==> src/rtl/wm_fifo_pkg.sv <==
package wm_fifo_pkg;
    typedef enum logic [1:0] {
        ST_EMPTY   = 2'd0,
        ST_PARTIAL = 2'd1,
        ST_FULL    = 2'd2
    } occ_state_e;
endpackage

==> src/rtl/wm_fifo_ctrl.sv <==
module wm_fifo_ctrl
    import wm_fifo_pkg::*;
#(
    parameter int ADDR_W = 4
) (
    input  logic              clk,
    input  logic              rst_n,
    input  logic              wr_en,
    input  logic              rd_en,
    output logic              wr_ok,
    output logic              rd_ok,
    output logic [ADDR_W-1:0] wr_ptr,
    output logic [ADDR_W-1:0] rd_ptr,
    output logic [ADDR_W:0]   count,
    output logic              empty,
    output logic              full,
    output logic              err
);
    localparam int CNT_W = ADDR_W + 1;
    localparam logic [CNT_W-1:0] DEPTH_C = CNT_W'(1 << ADDR_W);
    localparam logic [CNT_W-1:0] LAST_C  = CNT_W'((1 << ADDR_W) - 1);
    localparam logic [CNT_W-1:0] ONE_C   = CNT_W'(1);

    occ_state_e state_q, state_d;

    // A request is accepted only in a state that allows it.
    always_comb begin
        wr_ok = wr_en && (state_q != ST_FULL);
        rd_ok = rd_en && (state_q != ST_EMPTY);
    end

    always_comb begin
        state_d = state_q;
        unique case (state_q)
            ST_EMPTY:   if (wr_en) state_d = ST_PARTIAL;                      // fill
            ST_PARTIAL: begin
                if (wr_ok && !rd_ok && count == LAST_C) state_d = ST_FULL;   // top-up
                else if (rd_ok && !wr_ok && count == ONE_C) state_d = ST_EMPTY; // drain
            end
            ST_FULL:    if (rd_en) state_d = ST_PARTIAL;                      // unload
            default:    state_d = ST_EMPTY;
        endcase
    end

    // State register.
    always_ff @(posedge clk or negedge rst_n) begin
        if (!rst_n) state_q <= ST_EMPTY;
        else        state_q <= state_d;
    end

    // Datapath registers: pointers, counter, error pulse.
    always_ff @(posedge clk or negedge rst_n) begin
        if (!rst_n) begin
            wr_ptr <= '0;
            rd_ptr <= '0;
            count  <= '0;
            err    <= 1'b0;
        end else begin
            if (wr_ok) wr_ptr <= wr_ptr + 1'b1;
            if (rd_ok) rd_ptr <= rd_ptr + 1'b1;
            if (wr_ok && !rd_ok)      count <= count + 1'b1;
            else if (rd_ok && !wr_ok) count <= count - 1'b1;
            err <= (wr_en && !wr_ok) || (rd_en && !rd_ok);
        end
    end

    // Output decode from the state register.
    always_comb begin
        empty = (state_q == ST_EMPTY);
        full  = (state_q == ST_FULL);
    end

    a_r3_no_overflow: assert property (@(posedge clk) disable iff (!rst_n)
        count <= DEPTH_C);
    a_r4_empty_count: assert property (@(posedge clk) disable iff (!rst_n)
        empty |-> (count == '0));
    a_r4_full_count: assert property (@(posedge clk) disable iff (!rst_n)
        full |-> (count == DEPTH_C));
    a_r7_full_write_hold: assert property (@(posedge clk) disable iff (!rst_n)
        (full && wr_en && !rd_en) |=> ($stable(count) && $stable(wr_ptr)));
    a_r6_err_pulse: assert property (@(posedge clk) disable iff (!rst_n)
        ((wr_en && full) || (rd_en && empty)) |=> err);
    a_r6_err_quiet: assert property (@(posedge clk) disable iff (!rst_n)
        !((wr_en && full) || (rd_en && empty)) |=> !err);
endmodule

==> src/rtl/wm_fifo_mem.sv <==
module wm_fifo_mem #(
    parameter int DATA_W = 24,
    parameter int ADDR_W = 4
) (
    input  logic              clk,
    input  logic              rst_n,
    input  logic              we,
    input  logic [ADDR_W-1:0] waddr,
    input  logic [DATA_W-1:0] wdata,
    input  logic              re,
    input  logic [ADDR_W-1:0] raddr,
    output logic [DATA_W-1:0] rdata
);
    localparam int DEPTH = 1 << ADDR_W;

    logic [DATA_W-1:0] store [DEPTH];

    always_ff @(posedge clk) begin
        if (we) store[waddr] <= wdata;
    end

    always_ff @(posedge clk or negedge rst_n) begin
        if (!rst_n)  rdata <= '0;
        else if (re) rdata <= store[raddr];
    end
endmodule

==> src/rtl/wm_fifo_flags.sv <==
module wm_fifo_flags #(
    parameter int ADDR_W   = 4,
    parameter int AF_GAP   = 4,
    parameter int AE_LEVEL = 4
) (
    input  logic [ADDR_W:0] count,
    output logic            almost_full,
    output logic            almost_empty
);
    localparam int CNT_W = ADDR_W + 1;
    localparam logic [CNT_W-1:0] AF_LIM = CNT_W'((1 << ADDR_W) - AF_GAP);
    localparam logic [CNT_W-1:0] AE_LIM = CNT_W'(AE_LEVEL);

    always_comb begin
        almost_full  = (count >= AF_LIM);
        almost_empty = (count <= AE_LIM);
    end
endmodule

==> src/rtl/wm_fifo.sv <==
module wm_fifo #(
    parameter int DATA_W   = 24,
    parameter int ADDR_W   = 4,
    parameter int AF_GAP   = 4,
    parameter int AE_LEVEL = 4
) (
    input  logic              clk,
    input  logic              rst_n,
    input  logic              wr_en,
    input  logic [DATA_W-1:0] wr_data,
    input  logic              rd_en,
    output logic [DATA_W-1:0] rd_data,
    output logic [ADDR_W:0]   count,
    output logic              empty,
    output logic              full,
    output logic              almost_empty,
    output logic              almost_full,
    output logic              err
);
    logic              wr_ok, rd_ok;
    logic [ADDR_W-1:0] wr_ptr, rd_ptr;

    wm_fifo_ctrl #(.ADDR_W(ADDR_W)) u_ctrl (
        .clk(clk), .rst_n(rst_n), .wr_en(wr_en), .rd_en(rd_en),
        .wr_ok(wr_ok), .rd_ok(rd_ok), .wr_ptr(wr_ptr), .rd_ptr(rd_ptr),
        .count(count), .empty(empty), .full(full), .err(err)
    );

    wm_fifo_mem #(.DATA_W(DATA_W), .ADDR_W(ADDR_W)) u_mem (
        .clk(clk), .rst_n(rst_n), .we(wr_ok), .waddr(wr_ptr), .wdata(wr_data),
        .re(rd_ok), .raddr(rd_ptr), .rdata(rd_data)
    );

    wm_fifo_flags #(.ADDR_W(ADDR_W), .AF_GAP(AF_GAP), .AE_LEVEL(AE_LEVEL)) u_flags (
        .count(count), .almost_full(almost_full), .almost_empty(almost_empty)
    );

    a_r5_full_implies_af: assert property (@(posedge clk) disable iff (!rst_n)
        full |-> almost_full);
    a_r5_empty_implies_ae: assert property (@(posedge clk) disable iff (!rst_n)
        empty |-> almost_empty);
    a_r8_empty_read_hold: assert property (@(posedge clk) disable iff (!rst_n)
        (rd_en && empty) |=> $stable(rd_data));
    a_r9_both_keep_count: assert property (@(posedge clk) disable iff (!rst_n)
        (wr_en && rd_en && !empty && !full) |=> $stable(count));
endmodule

==> config.mk <==
export PLATFORM = sky130hd
export DESIGN_NAME = wm_fifo
export DESIGN_NICKNAME = d
export VERILOG_FILES = /design/src/rtl/wm_fifo_pkg.sv /design/src/rtl/wm_fifo_ctrl.sv /design/src/rtl/wm_fifo_mem.sv /design/src/rtl/wm_fifo_flags.sv /design/src/rtl/wm_fifo.sv
export SDC_FILE = /design/constraint.sdc
export NUM_CORES = 1
export LEC_CHECK = 0
export BUFFER_PORTS_ARGS = -buffer_cell sky130_fd_sc_hd__buf_4
export CAP_MARGIN = 20
export CORE_ASPECT_RATIO = 1.25
export CORE_MARGIN = 3
export CORE_UTILIZATION = 30
export CTS_CLUSTER_SIZE = 12
export DETAILED_ROUTE_END_ITERATION = 7
export HOLD_SLACK_MARGIN = 0.1
export PLACE_DENSITY = 0.48
export SYNTH_ARGS = -nofsm -noshare
export SYNTH_HDL_FRONTEND = slang
export SYNTH_SLANG_ARGS = --single-unit
==> constraint.sdc <==
create_clock -name clk -period 10.4 [get_ports clk]
set_clock_uncertainty 0.2 [all_clocks]
set_input_delay 0 -clock clk [delete_from_list [all_inputs] [get_ports clk]]
set_output_delay 0 -clock clk [all_outputs]
set_load 0.05 [all_outputs]
==> impl_metrics.yaml <==
finish:
  finalNonFillerCells: 1710
  fill_cells: 5055
  final_area_um2: 19550
  antenna_cells: 0
  nNetsFinal: 990
  layout-drive-gt1-share_pct: 22.99
  synthToLayoutAreaGrowth_pct: 18.97
cts:
  cts_resized: 0
  cts_sinks: 424
  clk_path_buf_depth: 3
  htree_levels: 2
  clk_latency_ps: 550
  cts_tree: "built"
  cts.clk_slew.worst_paths_ps: 60
  cts_root_buf: "clkbuf_16"
  cts_buffers: 43
global_route:
  grt_max_degree: 57
  grt_pass1_vias: 8576
  grt.met1_usage_pct: 16.88
  use_met2_pct: 25.32
  antenna_found_initial: 1
  busiest_layer: "met2"
  grt_pass1_wl_um: 58590
  grt-ovfl-total: 0
  grt_use_met3_pct: 1.748
  grt.total_usage_pct: 13.78
timing:
  setup_ws_ps: 7145
  tns_ps: 0
  rsz0062_at_grt: "false"
  final_hold_viol_count: 0
  whs_ps: 114.7
  min_period_ps: 3255
  relSlewSlack_pct: 30.89
  tightest_slew_ps: 1037
  slew_viol_final: 0
  post-route-period-util_pct: 31.30
  setup-violations-final: 0
  max_clock_freq_ghz: 0.3072
worst_setup_path:
  path_delay_family: "multiplexers"
  path_max_fanout: 42
  path_class: "flip-flop to flip-flop"
  critPathCaptureType: "flip-flop"
  critPathCapture: "u_mem.rdata[5]"
  crit_start: "u_ctrl.rd_ptr[1]"
  path_buf_inv: 1
  crit_cells: 4
  reg2reg_to: "u_mem.rdata[5]"
  path_cells: "buf_4 > mux4_1 > mux2_2 > a221o_1"
  reg2reg_from: "u_ctrl.rd_ptr[1]"
  cp-start-kind: "flip-flop"
  arrival_ps: 3480
  cp_slowest_stage_delay_ps: 860
  cp_slowest_cell: "dfrtp_4"
  r2r_setup_slack_ps: 7140
  ff2ff_path_depth: 4
  required_ps: 10620
synthesis:
  ys_seq_area_share_pct: 76.28
  synthCells: 815
  synth_commonest_cells: "384 x edfxtp_1, 94 x mux2i_1, 59 x mux4_2, 40 x dfrtp_1, 34 x a22oi_1"
  synth_nets: 855
  syn_area_per_cell_um2: 20.16
  synth_cell_type_count: 41
  synth_top_area_share_pct: 70.19
  yosysWarningCount: 0
  synthTopCellsByArea: "edfxtp_1 70%, mux4_2 8.1%, dfrtp_1 6.1%"
  synth-async-reset-ratio_pct: 9.434
  post-synth-top-area-cell: "edfxtp_1"
  synth_area_um2: 16430
  yosysMostFrequentCell: "edfxtp_1"
  synth_edf_count: 384
  synthFlopType: "edfxtp_1"
  synth-seq-cells: 424
placed_design:
  place_area_um2: 17860
  io_buffers: 61
  place_ws_ps: 7043
  place_inst: 1588
  routabilityCongestion: 0.7087
  hpwlAfterDp_um: 22560
drt:
  first_pass_iters: 4
  route.detailed.drc: 0
  antenna_violating_nets_post_route: 0
  wire_per_inst_um: 23.22
  vias: 8083
  drt_iter0_markers: 552
  viasPerCell: 4.727
  drt-total-wl_um: 39700
power_and_ir_drop:
  p_sw_mw: 1.737
  intPower_mw: 3.503
  power_frac_seq_pct: 43.4
  swShare_pct: 33.15
  ir_drop_mv: 0.1440
  combPwrFrac_pct: 29.9
  power_density_nw_per_um2: 268.1
  cellLeakagePower_nw: 6.512
  pwr-share-clk_pct: 26.6
min_path:
  min_path_type: "input port to flip-flop"
floorplanning:
  core_area_um2: 53960
  die_y_um: 267.6
  ios: 62
  start_util_pct: 30.45
  die_area_um2: 57630
  fp.dieW_um: 215.3
  rows: 95
run:
  cap_violations: 0
status:
  status: "finished clean"
## worst register-to-register path: stages, from the launching register on
cell and delay, ps:
dfrtp_4 860, buf_4 810, mux4_1 690, mux2_2 270, a221o_1 310
## power by group through the flow
stage | clock network, mW | registers [mW] | logic (mW)
after floorplan | 0 | 2.39 | 0.986
after global placement | 0 | 2.31 | 1.58
after detailed placement | 0 | 2.32 | 1.59
after CTS | 1.44 | 2.28 | 1.61
after global routing | 1.51 | 2.31 | 1.69
final | 1.40 | 2.28 | 1.57
## what timing repair did
item / CTS / global route
buffers inserted: 0 / 0
hold buffers: 44 / 0
endpoints found under the hold margin: 455 / 0
## stage by stage
stage | total power, mW | util [%]
2_1_floorplan | 3.379 | -
4_1_cts | 5.328 | 36.22
6_report | 5.241 | 36.22
3_5_place_dp | 3.908 | 33.10
3_3_place_gp | 3.896 | 33.10
5_1_grt | 5.509 | 36.22
## metal layers
| layer | share of wire [%] | wire length [um] |
|---|---|---|
| met5 | 0.033 | 13 |
| met2 | 52 | 20820 |
| met4 | 2.9 | 1154 |
| met3 | 3.8 | 1511 |
| met1 | 41 | 16200 |
## logic make-up (layout without fill, tap and decap cells)
group	count (synthesis)	in the layout	synth area share [%]
flip-flops	424	424	76.28
multiplexers	163	163	14.77
AO/OA/AOI/OAI	86	86	3.754
AND/OR/NAND/NOR	63	63	1.881
buffers and inverters	57	225	1.866
adder cells (fa/ha/maj)	12	12	0.9138
XOR/XNOR	10	10	0.5331
## cells in the final DEF, fill, tap and decap left out, types with 13 or more instances in the layout
master / Yosys / final
edfxtp_1: 384 / 384
mux2i_1: 94 / 94
buf_4: 8 / 91
mux4_2: 59 / 59
clkbuf_16: 0 / 43
dlygate4sd3_1: 0 / 43
dfrtp_1: 40 / 37
a22oi_1: 34 / 34
clkbuf_1: 12 / 28
o21ai_0: 21 / 20
a32oi_1: 16 / 16
nand2_1: 14 / 14
nor2_1: 18 / 13
## flip-flops by register name, summed over array words and instances (netlist names)
register / flops
u_mem.store: 384
u_ctrl.count: 5
u_ctrl.err: 1
u_ctrl.state_q: 2
u_ctrl.rd_ptr: 4
u_mem.rdata: 24
u_ctrl.wr_ptr: 4
## how the worst min path moves through the flow
stage / from / cells after the start / slack, ps / endpoint
2_1_floorplan: rst_n / 0 / -500 / u_ctrl.count[0]
5_1_grt: wr_data[23] / 2 / 120 / u_mem.store[10][23]
3_3_place_gp: rst_n / 1 / -90 / u_ctrl.count[3]
4_1_cts: wr_data[18] / 2 / 100 / u_mem.store[1][18]
6_report: wr_data[17] / 2 / 110 / u_mem.store[11][17]
3_5_place_dp: rst_n / 1 / -90 / u_ctrl.count[0]
## area by class of cell
class                           instances  area (um^2)  area share, %
Clock inverter                          6        32.53         0.1664
Sequential cell                       424        12540          64.15
Multi-Input combinational cell        334         3685          18.85
Clock buffer                           72         1195          6.113
Tap cell                              727        909.6          4.654
Timing Repair Buffer                  135         1141          5.838
Inverter                               12        45.04         0.2304
Power figures use the tool's default switching activity.
